<file path="config.mk">
export PLATFORM = sky130hd
export DESIGN_NAME = pcm_voice_port
export DESIGN_NICKNAME = d
export VERILOG_FILES = /design/src/rtl/pcm_port_pkg.sv /design/src/rtl/pcm_edge_sync.sv /design/src/rtl/pcm_fmt_detect.sv /design/src/rtl/pcm_tx_path.sv /design/src/rtl/pcm_rx_path.sv /design/src/rtl/pcm_voice_port.sv
export SDC_FILE = /design/constraint.sdc
export NUM_CORES = 1
export LEC_CHECK = 0
export ABC_AREA = 0
export BUFFER_PORTS_ARGS = -buffer_cell sky130_fd_sc_hd__clkbuf_2
export CORE_ASPECT_RATIO = 2
export CORE_MARGIN = 2
export CORE_UTILIZATION = 48
export DETAILED_ROUTE_END_ITERATION = 12
export GPL_TIMING_DRIVEN = 0
export PLACE_DENSITY = 0.76
export SLEW_MARGIN = 20
export SYNTH_ARGS = -nofsm -noshare
export SYNTH_HDL_FRONTEND = slang
export SYNTH_SLANG_ARGS = --single-unit
</file>
<file path="constraint.sdc">
create_clock -name clk -period 2 [get_ports clk]
set_clock_uncertainty 0.05 [all_clocks]
set_input_delay 0.1 -clock clk [delete_from_list [all_inputs] [get_ports clk]]
set_output_delay 0.1 -clock clk [all_outputs]
set_load 0.02 [all_outputs]
</file>
<file path="src/rtl/pcm_port_pkg.sv">
package pcm_port_pkg;
  typedef enum logic [1:0] {
    FMT_ALAW = 2'd0,
    FMT_ULAW = 2'd1,
    FMT_LIN  = 2'd2
  } fmt_e;
endpackage

</file>
<file path="src/rtl/pcm_edge_sync.sv">
// Registers asynchronous-looking strobes twice and reports single-cycle
// rising and falling events in the system clock domain.
module pcm_edge_sync #(
  parameter int W = 2
) (
  input  logic         clk,
  input  logic         rst_n,
  input  logic [W-1:0] sig_in,
  output logic [W-1:0] rise,
  output logic [W-1:0] fall
);
  logic [W-1:0] stage1, stage2;

  always_ff @(posedge clk or negedge rst_n) begin
    if (!rst_n) begin
      stage1 <= '0;
      stage2 <= '0;
    end else begin
      stage1 <= sig_in;
      stage2 <= stage1;
    end
  end

  for (genvar i = 0; i < W; i++) begin : g_edge
    assign rise[i] = stage1[i] & ~stage2[i];
    assign fall[i] = ~stage1[i] & stage2[i];
  end
endmodule

</file>
<file path="src/rtl/pcm_fmt_detect.sv">
// Classifies the three-state format pin from its level at the frame sync
// rising and falling edges, and commits a class seen in two frames running.
module pcm_fmt_detect
  import pcm_port_pkg::*;
(
  input  logic clk,
  input  logic rst_n,
  input  logic fs_rise,
  input  logic fs_fall,
  input  logic lvl,
  output fmt_e fmt
);
  logic lvl_at_rise;
  logic cand_ok;
  fmt_e cand;
  logic cls_ok;
  fmt_e cls;

  always_comb begin
    cls_ok = 1'b1;
    cls    = FMT_ALAW;
    unique case ({lvl_at_rise, lvl})
      2'b00:   cls = FMT_ALAW;
      2'b11:   cls = FMT_ULAW;
      2'b10:   cls = FMT_LIN;
      default: cls_ok = 1'b0;
    endcase
  end

  always_ff @(posedge clk or negedge rst_n) begin
    if (!rst_n) begin
      lvl_at_rise <= 1'b0;
      cand_ok     <= 1'b0;
      cand        <= FMT_ALAW;
      fmt         <= FMT_ALAW;
    end else begin
      if (fs_rise) lvl_at_rise <= lvl;
      if (fs_fall) begin
        cand    <= cls;
        cand_ok <= cls_ok;
        if (cls_ok && cand_ok && (cls == cand)) fmt <= cls;
      end
    end
  end
endmodule

</file>
<file path="src/rtl/pcm_tx_path.sv">
// Holding register on the transmit stream, slot start decision and the
// MSB-first output shifter.
module pcm_tx_path
  import pcm_port_pkg::*;
#(
  parameter int LIN_W    = 14,
  parameter int SLOT_LIN = 16,
  parameter int SLOT_LAW = 8
) (
  input  logic             clk,
  input  logic             rst_n,
  input  logic             fs_rise,
  input  logic             bclk_rise,
  input  logic             align,
  input  fmt_e             fmt,
  input  logic             s_tx_valid,
  output logic             s_tx_ready,
  input  logic [LIN_W-1:0] s_tx_data,
  output logic             tx_pin,
  output logic             tx_oe,
  output logic             slot_start,
  output logic             slot_lin
);
  localparam int PAD = SLOT_LIN - LIN_W;
  localparam int GAP = SLOT_LIN - SLOT_LAW;
  localparam int CW  = $clog2(SLOT_LIN + 1);

  logic                armed, active, full;
  logic [LIN_W-1:0]    hold;
  logic [SLOT_LIN-1:0] shreg;
  logic [CW-1:0]       left;
  logic [SLOT_LIN-1:0] load_word;
  logic                accept;

  assign slot_start = (fs_rise & align) | (armed & bclk_rise & ~fs_rise);
  assign slot_lin   = (fmt == FMT_LIN);
  assign accept     = s_tx_valid & ~full;
  assign s_tx_ready = ~full;

  always_comb begin
    if (!full)         load_word = '0;
    else if (slot_lin) load_word = {hold, {PAD{1'b0}}};
    else               load_word = {hold[SLOT_LAW-1:0], {GAP{1'b0}}};
  end

  always_ff @(posedge clk or negedge rst_n) begin
    if (!rst_n) begin
      armed  <= 1'b0;
      active <= 1'b0;
      full   <= 1'b0;
      hold   <= '0;
      shreg  <= '0;
      left   <= '0;
    end else begin
      if (fs_rise)         armed <= ~align;
      else if (slot_start) armed <= 1'b0;

      if (slot_start) begin
        shreg  <= load_word;
        active <= 1'b1;
        left   <= slot_lin ? CW'(SLOT_LIN - 1) : CW'(SLOT_LAW - 1);
      end else if (active && bclk_rise) begin
        if (left == '0) begin
          active <= 1'b0;
        end else begin
          shreg <= {shreg[SLOT_LIN-2:0], 1'b0};
          left  <= left - 1'b1;
        end
      end

      if (accept) begin
        full <= 1'b1;
        hold <= s_tx_data;
      end else if (slot_start) begin
        full <= 1'b0;
      end
    end
  end

  assign tx_oe  = active;
  assign tx_pin = active & shreg[SLOT_LIN-1];
endmodule

</file>
<file path="src/rtl/pcm_rx_path.sv">
// Falling-edge capture of the receive slot and the output stream register.
module pcm_rx_path #(
  parameter int LIN_W    = 14,
  parameter int SLOT_LIN = 16,
  parameter int SLOT_LAW = 8
) (
  input  logic             clk,
  input  logic             rst_n,
  input  logic             slot_start,
  input  logic             slot_lin,
  input  logic             bclk_fall,
  input  logic             rx_bit,
  output logic             m_rx_valid,
  input  logic             m_rx_ready,
  output logic [LIN_W-1:0] m_rx_data
);
  localparam int CW  = $clog2(SLOT_LIN + 1);
  localparam int EXT = LIN_W - SLOT_LAW;

  logic                busy, lin_q, last;
  logic [SLOT_LIN-1:0] shreg, word_nxt;
  logic [CW-1:0]       left;

  assign word_nxt = {shreg[SLOT_LIN-2:0], rx_bit};
  assign last     = busy & bclk_fall & (left == CW'(1));

  always_ff @(posedge clk or negedge rst_n) begin
    if (!rst_n) begin
      busy  <= 1'b0;
      lin_q <= 1'b0;
      shreg <= '0;
      left  <= '0;
    end else if (slot_start) begin
      busy  <= 1'b1;
      lin_q <= slot_lin;
      shreg <= '0;
      left  <= slot_lin ? CW'(SLOT_LIN) : CW'(SLOT_LAW);
    end else if (busy && bclk_fall) begin
      shreg <= word_nxt;
      left  <= left - 1'b1;
      if (last) busy <= 1'b0;
    end
  end

  always_ff @(posedge clk or negedge rst_n) begin
    if (!rst_n) begin
      m_rx_valid <= 1'b0;
      m_rx_data  <= '0;
    end else if (last) begin
      m_rx_valid <= 1'b1;
      m_rx_data  <= lin_q ? word_nxt[SLOT_LIN-1 -: LIN_W]
                          : {{EXT{1'b0}}, word_nxt[SLOT_LAW-1:0]};
    end else if (m_rx_valid && m_rx_ready) begin
      m_rx_valid <= 1'b0;
    end
  end
endmodule

</file>
<file path="src/rtl/pcm_voice_port.sv">
module pcm_voice_port
  import pcm_port_pkg::*;
#(
  parameter int LIN_W    = 14,
  parameter int SLOT_LIN = 16,
  parameter int SLOT_LAW = 8
) (
  input  logic             clk,
  input  logic             rst_n,
  input  logic             bclk,
  input  logic             fsync,
  input  logic             fmt_sel,
  input  logic             align_sel,
  input  logic             rx_pin,
  output logic             tx_pin,
  output logic             tx_oe,
  input  logic             s_tx_valid,
  output logic             s_tx_ready,
  input  logic [LIN_W-1:0] s_tx_data,
  output logic             m_rx_valid,
  input  logic             m_rx_ready,
  output logic [LIN_W-1:0] m_rx_data
);
  logic [1:0] rise_v, fall_v;
  logic       bclk_rise, bclk_fall, fs_rise, fs_fall;
  logic       fmt_q, align_q, rx_q;
  logic       slot_start, slot_lin;
  fmt_e       fmt_cur;

  pcm_edge_sync #(.W(2)) u_edges (
    .clk    (clk),
    .rst_n  (rst_n),
    .sig_in ({fsync, bclk}),
    .rise   (rise_v),
    .fall   (fall_v)
  );

  assign bclk_rise = rise_v[0];
  assign bclk_fall = fall_v[0];
  assign fs_rise   = rise_v[1];
  assign fs_fall   = fall_v[1];

  // Level inputs take the same single register stage as the edge sampler.
  always_ff @(posedge clk or negedge rst_n) begin
    if (!rst_n) begin
      fmt_q   <= 1'b0;
      align_q <= 1'b0;
      rx_q    <= 1'b0;
    end else begin
      fmt_q   <= fmt_sel;
      align_q <= align_sel;
      rx_q    <= rx_pin;
    end
  end

  pcm_fmt_detect u_fmt (
    .clk     (clk),
    .rst_n   (rst_n),
    .fs_rise (fs_rise),
    .fs_fall (fs_fall),
    .lvl     (fmt_q),
    .fmt     (fmt_cur)
  );

  pcm_tx_path #(.LIN_W(LIN_W), .SLOT_LIN(SLOT_LIN), .SLOT_LAW(SLOT_LAW)) u_tx (
    .clk        (clk),
    .rst_n      (rst_n),
    .fs_rise    (fs_rise),
    .bclk_rise  (bclk_rise),
    .align      (align_q),
    .fmt        (fmt_cur),
    .s_tx_valid (s_tx_valid),
    .s_tx_ready (s_tx_ready),
    .s_tx_data  (s_tx_data),
    .tx_pin     (tx_pin),
    .tx_oe      (tx_oe),
    .slot_start (slot_start),
    .slot_lin   (slot_lin)
  );

  pcm_rx_path #(.LIN_W(LIN_W), .SLOT_LIN(SLOT_LIN), .SLOT_LAW(SLOT_LAW)) u_rx (
    .clk        (clk),
    .rst_n      (rst_n),
    .slot_start (slot_start),
    .slot_lin   (slot_lin),
    .bclk_fall  (bclk_fall),
    .rx_bit     (rx_q),
    .m_rx_valid (m_rx_valid),
    .m_rx_ready (m_rx_ready),
    .m_rx_data  (m_rx_data)
  );
endmodule

</file>
==> impl_metrics.sql, run 1 <==
INSERT INTO impl_metrics (metric_group, metric, value, unit) VALUES
('routing', 'first_pass_iters', '4', ''),
('cells_and_area', 'final_net_count', '462', ''),
('critical_path', 'cp_max_fo', '10', ''),
('placed_design', 'place.detailed.hpwl', '5.32', 'mm'),
('pwr', 'leakage', '0.00212', 'µW'),
('critical_path', 'kind_of_capture_point_of_the_worst_setup_path', 'flop', ''),
('cells_and_area', 'seq_area', '2150', 'µm²'),
('clock_tree', 'worstSkewPairLatency', '340', 'ps'),
('floorplan', 'die_x', '66.4', 'µm'),
('critical_path', 'reg2reg_slack', '50', 'ps'),
('timing', 'worst_pin_slew', '690', 'ps'),
('cells_and_area', 'layout-drive-gt1-share', '0.234', ''),
('floorplan', 'die_area', '8540', 'µm²'),
('timing', 'finalWorstPathRequiredPeriod', '1950', 'ps'),
('timing', 'max_slew_violations', '0', ''),
('clock_tree', 'clk_root_buffer_cell', 'sky130_fd_sc_hd__clkbuf_16', ''),
('flow_run', 'max_cap_violations', '0', ''),
('synth', 'synth_flop_cell', 'sky130_fd_sc_hd__dfrtp_1', ''),
('floorplan', 'core', '7540', 'µm²'),
('cells_and_area', 'flow.area_growth_from_synthesis', '25.6', '%'),
('cells_and_area', 'post-route-util', '0.621', ''),
('synth', 'syn_avg_cell_area', '10.4', 'µm²'),
('cells_and_area', 'n_antenna_cell', '0', ''),
('clock_tree', 'cts_max_level', '3', ''),
('synth', 'post_synth_inst_count', '358', ''),
('critical_path', 'worst_setup_path_start_kind', 'flop', ''),
('critical_path', 'timing.critical_path.arrival', '2110', 'ps'),
('cells_and_area', 'design_area', '4690', 'µm²'),
('pwr', 'power_density', '1170', 'nW/µm²'),
('hold_path', 'hold_path.class', 'input pin to asynchronous set/reset pin', ''),
('cells_and_area', 'fill_cells', '637', ''),
('outcome', 'outcome', 'complete, no violations', ''),
('synth', 'synth_edf_count', '0', ''),
('clock_tree', 'tritoncts', 'built', ''),
('synth', 'synth_cell_type_count', '40', ''),
('timing', 'max_freq', '514', 'MHz'),
('global_route', 'overflow', '0', ''),
('clock_tree', 'clock_path_buffers', '2', ''),
('timing', 'setup_slack', '52.8', 'ps'),
('synth', 'synth_seq_cells', '86', ''),
('timing', 'slew_headroom', '0.540', ''),
('pwr', 'power.ir.vdd_worst', '0.000767', 'V'),
('synth', 'asyncSetResetFlopFracSynth', '1.00', ''),
('timing', 'setup_violating_endpoint_count_in_the_final_report', '0', ''),
('timing', 'setup_total_negative_slack', '0', 'ps'),
('clock_tree', 'path_clk_slew', '60', 'ps'),
('placed_design', 'dpl_cell_area', '4060', 'µm²'),
('global_route', 'gr-usage-all-layers', '0.211', ''),
('timing', 'post_route_fraction_of_the_period_consumed_by_the_critical_path', '0.974', ''),
('routing', 'vias_per_cell', '5.43', ''),
('routing', 'detailedRoute.firstIterationViolations', '132', ''),
('floorplan', 'floorplan.die.height', '129', 'µm'),
('placed_design', 'place.gp.congestion', '0.816', ''),
('synth', 'synthesis.yosys.warnings', '0', ''),
('critical_path', 'crit_path_kind', 'flop to flop', ''),
('synth', 'netlist_area', '3730', 'µm²'),
('floorplan', 'initial_core_util', '0.495', ''),
('global_route', 'first_global_vias', '2999', ''),
('critical_path', 'worst_ep_required_time', '2160', 'ps'),
('routing', 'wl', '8.18', 'mm'),
('floorplan', 'num_rows', '45', ''),
('placed_design', 'buffer_ports.inserted', '40', ''),
('synth', 'portion_of_the_post_synthesis_area_used_by_sequential_elements', '0.576', ''),
('routing', 'avgRoutedWirePerCell', '15.3', 'µm'),
('placed_design', 'place_ws', '-116', 'ps'),
('synth', 'synth.net_count', '384', ''),
('cells_and_area', 'multiInputGateArea', '1460', 'µm²'),
('timing', 'timing.final.hold_violations', '0', ''),
('global_route', 'global_route_wire_length_before_repair', '13.6', 'mm'),
('routing', 'dr_total_vias', '2905', ''),
('clock_tree', 'numCtsBuffers', '9', ''),
('routing', 'drcViolationCount', '0', ''),
('global_route', 'grt_start_max_net_pins', '87', ''),
('global_route', 'antenna_found_initial', '0', ''),
('floorplan', 'boundaryPins', '41', ''),
('clock_tree', 'clock-sinks', '86', ''),
('routing', 'remaining_number_of_nets_flagged_by_the_antenna_check_after_routing', '0', '');
## per-stage QoR
step,instances,hold slack [ps],total power (µW)
final,535,283,5480
after global routing,535,363,5750
after CTS,531,338,5440
after detailed placement,492,136,3490
after global placement,492,159,3440
after floorplan,358,-246,3140
## sequential cells by signal, indices dropped and copies added, names as in the netlist, 2 cells and up
register and count:
u_edges.stage1 2, u_edges.stage2 2, u_fmt.cand 2, u_fmt.fmt 2
u_rx.left 5, u_rx.m_rx_data 14, u_rx.shreg 15, u_tx.hold 14
u_tx.left 5, u_tx.shreg 14
## worst paths after layout
kind	from	end	depth (start not counted)
worst max-delay path	u_tx.left[0]	u_tx.left[2]	8
max in group asynchronous	rst_n	u_rx.m_rx_data[10]	2
worst max register to register	u_tx.left[0]	u_tx.left[2]	8
worst min register to register	u_edges.stage1[0]	u_edges.stage2[0]	0
worst min-delay path	rst_n	fmt_q	2
min in group clk	u_edges.stage1[0]	u_edges.stage2[0]	0
## layout make-up
cell class | count | share of cell area
tap | 94 | 0.0251
timing repair buffer | 67 | 0.0990
buffer | 21 | 0.0227
clock buffer | 13 | 0.0576
inverter | 14 | 0.0112
multi-input combinational | 237 | 0.311
clock inverter | 3 | 0.0139
sequential | 86 | 0.459
## placed cells by master, fill, tap and decap left out, drive strengths merged
| cell type | n |
|---|---|
| bufinv | 2 |
| o21ai | 21 |
| clkinv | 1 |
| and3b | 2 |
| inv | 14 |
| ha | 3 |
| clkbuf | 67 |
| nor2 | 20 |
| nand4 | 1 |
| and2 | 3 |
| o211ai | 1 |
| buf | 13 |
| a41oi | 1 |
| nand3b | 1 |
| a21o | 4 |
| a211oi | 1 |
| a31o | 1 |
| a21oi | 36 |
| nor3 | 2 |
| nor2b | 4 |
| a31oi | 9 |
| nand3 | 15 |
| dfrtp | 86 |
| mux2 | 22 |
| nor4bb | 1 |
| and3 | 3 |
| nor4b | 1 |
| nand2 | 58 |
| dlygate4sd3 | 21 |
| nand4b | 1 |
| nor4 | 2 |
| xor2 | 1 |
| or4b | 1 |
| mux2i | 13 |
| xnor2 | 4 |
| nand2b | 4 |
| o41ai | 1 |
## report_power, final
| group | internal [µW] | switching [µW] |
|---|---|---|
| registers | 2120 | 295 |
| clock network | 1190 | 645 |
| logic | 607 | 613 |
## metal layers
layer	global-route usage	routed length [µm]
met1	0.217	3010
met3	0.0507	277
met4	0.106	313
met2	0.385	4580
met5	0	0
## timing repair
action / 4_1_cts / 5_1_grt
endpoints found under the setup margin: 13 / 27
buffers inserted: 2 / 4
hold endpoints to repair: 106 / 0
gates resized for setup: 6 / 8
pin swaps: 1 / 1
hold buffers: 21 / 0
## critical path: stages (launching register included)
cell                      delay, ps
sky130_fd_sc_hd__dfrtp_1        390
sky130_fd_sc_hd__inv_2           90
sky130_fd_sc_hd__ha_4           130
sky130_fd_sc_hd__or4b_4         470
sky130_fd_sc_hd__and3_4         200
sky130_fd_sc_hd__buf_6          140
sky130_fd_sc_hd__buf_8          140
sky130_fd_sc_hd__a21oi_2        130
sky130_fd_sc_hd__o21ai_1         80
## cell usage after synthesis, drive strengths merged (3+ instances only)
| master | count | share of area |
|---|---|---|
| a21o | 4 | 0.0080 |
| a31oi | 9 | 0.017 |
| ha | 3 | 0.010 |
| nand2b | 4 | 0.0067 |
| mux2 | 22 | 0.066 |
| dfrtp | 86 | 0.58 |
| inv | 14 | 0.014 |
| nand2 | 58 | 0.058 |
| nand3 | 15 | 0.020 |
| a21oi | 36 | 0.048 |
| buf | 7 | 0.013 |
| and3 | 3 | 0.0054 |
| clkbuf | 14 | 0.014 |
| xnor2 | 4 | 0.0094 |
| mux2i | 13 | 0.035 |
| o21ai | 21 | 0.028 |
| and2 | 3 | 0.0050 |
| nor2 | 20 | 0.020 |
| nor2b | 4 | 0.0067 |
## cells by family (layout without fill, tap and decap cells)
logic type      after synthesis  in the layout  share of synthesized area
fa+ha+maj                     3              3                     0.0101
xor+xnor                      5              5                     0.0117
mux                          35             35                      0.101
simple gates                119            119                      0.147
buf+inv                      35            118                     0.0416
compound gates               75             75                      0.112
flops                        86             86                      0.576
No activity file was read; power rests on OpenSTA's default activity.
==> run 2, diff against run 1 <==
Settings changed: CORE_MARGIN 2 to 3, PLACE_DENSITY 0.76 to 0.7.
==> run 2 against run 1 <==
Core utilization is 1.0 points higher. Final cell count is 0.19% lower. Sequential power hardly changed. Fmax is 1.9% higher. Via count is 3.0% lower. Combinational power hardly changed. Register-to-register slack better by 40 ps. Critical path depth is 1 lower. Global-route usage is 1.0 points lower. Worst setup slack better by 37 ps. Final area is 0.13% higher. Count of clock-buffer cells in the layout stayed put. Highest routed layer unchanged.
==> impl_metrics.sql, run 2 (synthesis gave the netlist of run 1 again) <==
INSERT INTO impl_metrics (metric_group, metric, value, unit) VALUES
('timing', 'max_freq', '523', 'MHz'),
('routing', 'drcViolationCount', '0', ''),
('routing', 'wl', '7.87', 'mm'),
('pwr', 'power', '5200', 'µW'),
('placed_design', 'place.gp.congestion', '0.895', ''),
('floorplan', 'die_x', '68.4', 'µm'),
('timing', 'finalWorstPathRequiredPeriod', '1910', 'ps'),
('clock_tree', 'worstSkewPairLatency', '340', 'ps'),
('cells_and_area', 'flow.area_growth_from_synthesis', '25.7', '%'),
('clock_tree', 'clock_path_buffers', '2', ''),
('pwr', 'power_density', '1110', 'nW/µm²'),
('global_route', 'antenna_found_initial', '0', ''),
('global_route', 'overflow', '0', ''),
('routing', 'detailedRoute.firstIterationViolations', '127', ''),
('clock_tree', 'cts_max_level', '3', ''),
('placed_design', 'place.detailed.hpwl', '5.25', 'mm'),
('routing', 'first_pass_iters', '4', ''),
('clock_tree', 'path_clk_slew', '60', 'ps'),
('clock_tree', 'tritoncts', 'built', ''),
('routing', 'vias_per_cell', '5.28', ''),
('pwr', 'power.ir.vdd_worst', '0.000729', 'V'),
('cells_and_area', 'fill_cells', '602', ''),
('timing', 'worst_pin_slew', '660', 'ps'),
('pwr', 'leakage', '0.00212', 'µW'),
('floorplan', 'initial_core_util', '0.502', ''),
('timing', 'final.hold.worst_slack', '322', 'ps'),
('routing', 'avgRoutedWirePerCell', '14.7', 'µm'),
('timing', 'post_route_fraction_of_the_period_consumed_by_the_critical_path', '0.955', ''),
('critical_path', 'crit_path_kind', 'flop to flop', ''),
('clock_tree', 'clock-sinks', '86', ''),
('timing', 'setup_violating_endpoint_count_in_the_final_report', '0', ''),
('global_route', 'gr-usage-all-layers', '0.201', ''),
('timing', 'timing.final.hold_violations', '0', ''),
('clock_tree', 'clk_root_buffer_cell', 'sky130_fd_sc_hd__clkbuf_16', ''),
('placed_design', 'dpl.cell_count', '490', ''),
('cells_and_area', 'mostFrequentLayoutCells', 'sky130_fd_sc_hd__dfrtp_1 (86), sky130_fd_sc_hd__nand2_1 (58), sky130_fd_sc_hd__clkbuf_2 (43)', ''),
('floorplan', 'boundaryPins', '41', ''),
('global_route', 'grt_start_max_net_pins', '87', ''),
('routing', 'remaining_number_of_nets_flagged_by_the_antenna_check_after_routing', '0', ''),
('timing', 'setup_total_negative_slack', '0', 'ps'),
('floorplan', 'die_area', '8940', 'µm²'),
('cells_and_area', 'final_net_count', '465', ''),
('floorplan', 'core', '7430', 'µm²'),
('critical_path', 'cp_max_fo', '6', ''),
('routing', 'dr_total_vias', '2819', ''),
('global_route', 'global_route_wire_length_before_repair', '13.4', 'mm'),
('critical_path', 'worst_ep_required_time', '2160', 'ps'),
('placed_design', 'buffer_ports.inserted', '40', ''),
('outcome', 'outcome', 'complete, no violations', ''),
('timing', 'max_slew_violations', '0', ''),
('cells_and_area', 'final_common_cell', 'sky130_fd_sc_hd__dfrtp_1', ''),
('flow_run', 'max_cap_violations', '0', ''),
('timing', 'slew_headroom', '0.560', ''),
('hold_path', 'hold_path.class', 'input pin to asynchronous set/reset pin', ''),
('cells_and_area', 'n_antenna_cell', '0', ''),
('cells_and_area', 'largest_register', 'u_rx.shreg', ''),
('critical_path', 'worst_setup_path_start_kind', 'flop', ''),
('floorplan', 'num_rows', '44', ''),
('cells_and_area', 'fin_cells', '534', ''),
('timing', 'grt_setup_unrepaired', 'false', ''),
('critical_path', 'kind_of_capture_point_of_the_worst_setup_path', 'flop', ''),
('clock_tree', 'numCtsBuffers', '9', ''),
('critical_path', 'r2r.worst_path.cells', '7', ''),
('global_route', 'first_global_vias', '2849', ''),
('floorplan', 'floorplan.die.height', '131', 'µm'),
('cells_and_area', 'largest_register_ff_count', '15', ''),
('critical_path', 'timing.critical_path.arrival', '2070', 'ps'),
('cells_and_area', 'layout-drive-gt1-share', '0.240', '');
run 2: cell types whose count changed in the layout (fill, tap and decap cells not counted), sizes merged:
cell / before / now
buf: 13 / 14
clkbuf: 67 / 69
bufinv: 2 / 0
run 2: layer usage:
metal,track usage,part of all wire
met1,0.218,0.38
met2,0.350,0.55
met3,0.0462,0.033
met4,0.108,0.035
met5,0,0
run 2: cell type report:
| cell class | instances | area [µm²] | area share |
|---|---|---|---|
| clock inverters | 1 | 5.00 | 0.00107 |
| well taps | 92 | 115 | 0.0245 |
| repair buffers | 71 | 524 | 0.112 |
| flip-flops and latches | 86 | 2150 | 0.458 |
| inverters | 14 | 52.6 | 0.0112 |
| plain buffers | 20 | 98.8 | 0.0211 |
| multi-input cells | 237 | 1480 | 0.314 |
| clock buffers | 13 | 270 | 0.0576 |
run 2: path summary, 6_finish.rpt:
path	start	to	slack [ps]
worst max-delay path	u_tx.left[0]	u_tx.shreg[6]	90
worst min-delay path	rst_n	u_rx.m_rx_data[1]	320
worst max register to register	u_tx.left[0]	u_tx.shreg[6]	90
worst min register to register	u_edges.stage1[0]	u_edges.stage2[0]	370
max in group asynchronous	rst_n	u_tx.left[2]	1130
min in group clk	rx_pin	rx_q	360
run 2: timing repair:
| item | CTS | global route |
|---|---|---|
| hold buffers | 21 | 0 |
| pin swaps | 1 | 2 |
| buffers inserted | 0 | 9 |
| setup endpoints to repair | 14 | 30 |
| cloned | 0 | 1 |
| resized for setup | 8 | 10 |
| endpoints found under the hold margin | 106 | 0 |
run 2: metrics by stage:
stage / setup WS, ps / utilization / cell area, µm²
4_1_cts: 4.07 / 0.614 / 4570
6_report: 89.3 / 0.632 / 4690
3_3_place_gp: -127 / 0.545 / 4050
3_5_place_dp: -89.6 / 0.546 / 4060
2_1_floorplan: 66.7 / - / 3730
5_1_grt: 2.11 / 0.632 / 4690
run 2: power by group:
group	internal [µW]	switching, µW
Sequential	2120	280
Clock	927	618
Combinational	632	620
run 2: critical path: stages, from the launching register on:
cell and delay (ps):
sky130_fd_sc_hd__dfrtp_1 400, sky130_fd_sc_hd__inv_2 100, sky130_fd_sc_hd__ha_4 150, sky130_fd_sc_hd__or4b_4 460, sky130_fd_sc_hd__and3_4 250, sky130_fd_sc_hd__buf_12 140, sky130_fd_sc_hd__mux2i_1 150, sky130_fd_sc_hd__o21ai_0 90
==> run 3, diff against run 2 <==
Settings changed: PLACE_DENSITY 0.7 to 0.67.
Clock period 2 ns to 1.8 ns, I/O delays scaled along.
==> run 3 against run 2 <==
The run now ends with setup timing left. Flip-flop and latch count did not move. Final cell count up 0.19%. Largest power group unchanged. Critical path type unchanged. Sequential share of layout area fell by 0.52 points. Sequential power increased by 12%. Global-route usage up 0.93 points. Count of clock-buffer cells in the layout unchanged. Via count grew 0.99%. Wire length grew 4.7%. Final area rose by 1.1%.
==> impl_metrics.sql, run 3 (synthesis gave the netlist of run 1 again) <==
INSERT INTO impl_metrics (metric_group, metric, value, unit) VALUES
('pwr', 'leakage', '0.00217', 'µW'),
('critical_path', 'worst_setup_path_start_kind', 'flop', ''),
('pwr', 'p_sw_frac', '0.292', ''),
('cells_and_area', 'multiInputGateArea', '1520', 'µm²'),
('global_route', 'overflow', '0', ''),
('timing', 'final.hold.worst_slack', '313', 'ps'),
('global_route', 'grt_start_max_net_pins', '87', ''),
('timing', 'setup_total_negative_slack', '-246', 'ps'),
('floorplan', 'num_rows', '44', ''),
('floorplan', 'core', '7430', 'µm²'),
('clock_tree', 'path_clk_slew', '60', 'ps'),
('clock_tree', 'numCtsBuffers', '9', ''),
('global_route', 'antenna_found_initial', '0', ''),
('floorplan', 'die_x', '68.4', 'µm'),
('routing', 'dr_total_vias', '2847', ''),
('critical_path', 'r2r.worst_path.cells', '7', ''),
('clock_tree', 'clk_root_buffer_cell', 'sky130_fd_sc_hd__clkbuf_16', ''),
('critical_path', 'cp_max_fo', '5', ''),
('placed_design', 'dpl.cell_count', '490', ''),
('cells_and_area', 'largest_register', 'u_rx.shreg', ''),
('pwr', 'power.ir.vdd_worst', '0.000870', 'V'),
('clock_tree', 'tritoncts', 'built', ''),
('timing', 'finalWorstPathRequiredPeriod', '1840', 'ps'),
('floorplan', 'boundaryPins', '41', ''),
('routing', 'remaining_number_of_nets_flagged_by_the_antenna_check_after_routing', '0', ''),
('floorplan', 'die_area', '8940', 'µm²'),
('timing', 'max_slew_violations', '0', ''),
('timing', 'grt_setup_unrepaired', 'true', ''),
('cells_and_area', 'fill_cells', '616', ''),
('cells_and_area', 'flow.area_growth_from_synthesis', '27.2', '%'),
('critical_path', 'reg2reg_to', 'u_tx.left[0]', ''),
('cells_and_area', 'final_common_cell', 'sky130_fd_sc_hd__dfrtp_1', ''),
('global_route', 'gr-usage-all-layers', '0.210', ''),
('timing', 'max_freq', '543', 'MHz'),
('placed_design', 'place.detailed.hpwl', '5.32', 'mm'),
('pwr', 'seqPwrFrac', '0.453', ''),
('critical_path', 'cpPeakStageDelay', '490', 'ps'),
('pwr', 'power_switching', '1730', 'µW'),
('global_route', 'first_global_vias', '2909', ''),
('clock_tree', 'clock-sinks', '86', ''),
('routing', 'avgRoutedWirePerCell', '15.4', 'µm'),
('routing', 'drcViolationCount', '0', ''),
('critical_path', 'worst_r2r_startpoint', 'u_tx.left[1]', ''),
('critical_path', 'crit_path_kind', 'flop to flop', ''),
('timing', 'timing.final.hold_violations', '0', ''),
('hold_path', 'hold_path.class', 'input pin to asynchronous set/reset pin', ''),
('clock_tree', 'clock_path_buffers', '2', ''),
('pwr', 'power.combinational.fraction', '0.237', ''),
('pwr', 'power', '5940', 'µW'),
('flow_run', 'max_cap_violations', '0', ''),
('outcome', 'violations', 'setup timing', ''),
('cells_and_area', 'n_antenna_cell', '0', ''),
('timing', 'slew_headroom', '0.555', ''),
('global_route', 'global_route_wire_length_before_repair', '13.8', 'mm'),
('placed_design', 'buffer_ports.inserted', '40', ''),
('critical_path', 'timing.critical_path.arrival', '2010', 'ps'),
('cells_and_area', 'final_net_count', '466', ''),
('critical_path', 'kind_of_capture_point_of_the_worst_setup_path', 'flop', ''),
('pwr', 'clkPwrFrac', '0.310', ''),
('pwr', 'power_density', '1250', 'nW/µm²'),
('critical_path', 'crit_path_cell_trace', 'inv_2 -> ha_4 -> or4b_4 -> and3_4 -> buf_8 -> xnor2_2 -> nand2_1', ''),
('timing', 'setup_violating_endpoint_count_in_the_final_report', '11', ''),
('cells_and_area', 'layout-drive-gt1-share', '0.262', ''),
('routing', 'first_pass_iters', '4', ''),
('cells_and_area', 'largest_register_ff_count', '15', ''),
('outcome', 'outcome', 'complete, but fails checks', ''),
('floorplan', 'initial_core_util', '0.502', ''),
('clock_tree', 'worstSkewPairLatency', '340', 'ps'),
('floorplan', 'floorplan.die.height', '131', 'µm'),
('routing', 'vias_per_cell', '5.32', ''),
('routing', 'wl', '8.24', 'mm'),
('clock_tree', 'cts_max_level', '3', ''),
('placed_design', 'place_ws', '-189', 'ps'),
('pwr', 'p_int', '4210', 'µW'),
('critical_path', 'crit_path_top_delay_cell', 'sky130_fd_sc_hd__or4b_4', ''),
('cells_and_area', 'mostFrequentLayoutCells', 'sky130_fd_sc_hd__dfrtp_1 (86), sky130_fd_sc_hd__nand2_1 (53), sky130_fd_sc_hd__clkbuf_2 (46)', ''),
('placed_design', 'place.gp.congestion', '0.836', ''),
('timing', 'worst_pin_slew', '667', 'ps'),
('cells_and_area', 'seq_area', '2150', 'µm²'),
('cells_and_area', 'fin_cells', '535', ''),
('timing', 'post_route_fraction_of_the_period_consumed_by_the_critical_path', '1.02', ''),
('timing', 'setup_slack', '-41.6', 'ps'),
('critical_path', 'reg2reg_slack', '-40', 'ps'),
('critical_path', 'worst_ep_required_time', '1970', 'ps'),
('routing', 'detailedRoute.firstIterationViolations', '135', '');
run 3: cell count changes in the layout (fill, tap and decap cells not counted), moves of 2 or more:
| cell | previous run | this run |
|---|---|---|
| sky130_fd_sc_hd__buf_4 | 8 | 10 |
| sky130_fd_sc_hd__nand2_2 | 0 | 2 |
| sky130_fd_sc_hd__clkbuf_2 | 43 | 46 |
| sky130_fd_sc_hd__nand2_1 | 58 | 53 |
| sky130_fd_sc_hd__nand2_4 | 0 | 3 |
| sky130_fd_sc_hd__clkbuf_1 | 11 | 8 |
run 3: final cells by class:
class / count / share of cell area
Multi-Input combinational cell: 238 / 0.319
Inverter: 14 / 0.0111
Timing Repair Buffer: 72 / 0.109
Tap cell: 92 / 0.0242
Clock inverter: 1 / 0.00632
Clock buffer: 13 / 0.0548
Buffer: 19 / 0.0216
Sequential cell: 86 / 0.453
run 3: timing repair:
item,in CTS,in global routing
resized for setup,13,13
pin swaps,2,13
setup buffers,5,5
setup endpoints to repair,59,43
gates cloned,0,2
hold endpoints to repair,106,0
hold buffers,21,0
run 3: how the worst max path moves through the flow:
stage                     slack (ps)  cells after the start         start      endpoint
after floorplan                  -60                      8  u_tx.left[0]  u_tx.left[0]
after global placement          -350                      1         rst_n  u_tx.left[0]
after detailed placement        -190                      8  u_tx.left[0]  u_tx.left[2]
after CTS                        -20                      7  u_tx.left[0]  u_tx.left[2]
after global routing            -110                      7  u_tx.left[0]  u_tx.left[2]
final                            -40                      7  u_tx.left[1]  u_tx.left[0]
run 3: power groups by stage:
stage,clock network [µW],logic [µW],registers [µW]
2_1_floorplan,0,831,2690
3_3_place_gp,0,1190,2680
3_5_place_dp,0,1220,2700
4_1_cts,1870,1360,2670
5_1_grt,1950,1580,2760
6_report,1840,1410,2690
run 3: worst max-delay path: cells and delay by family (launching register included):
kind / cells / cell delay (ps)
XOR/XNOR: 1 / 120
adder cells (fa/ha/maj): 1 / 130
buffers and inverters: 2 / 230
flip-flops: 1 / 400
AND/OR/NAND/NOR: 3 / 800
run 3: per-stage QoR:
stage | utilization | cell area (µm²)
CTS | 0.625 | 4640
floorplan | - | 3750
global placement | 0.547 | 4070
detailed placement | 0.548 | 4070
global route | 0.639 | 4750
finish | 0.639 | 4750
run 3: per-layer routing:
layer,share of wire,routed length [µm],GRT usage
met4,0.023,187,0.103
met5,0,0,0
met1,0.37,3020,0.224
met3,0.031,259,0.0539
met2,0.58,4780,0.371
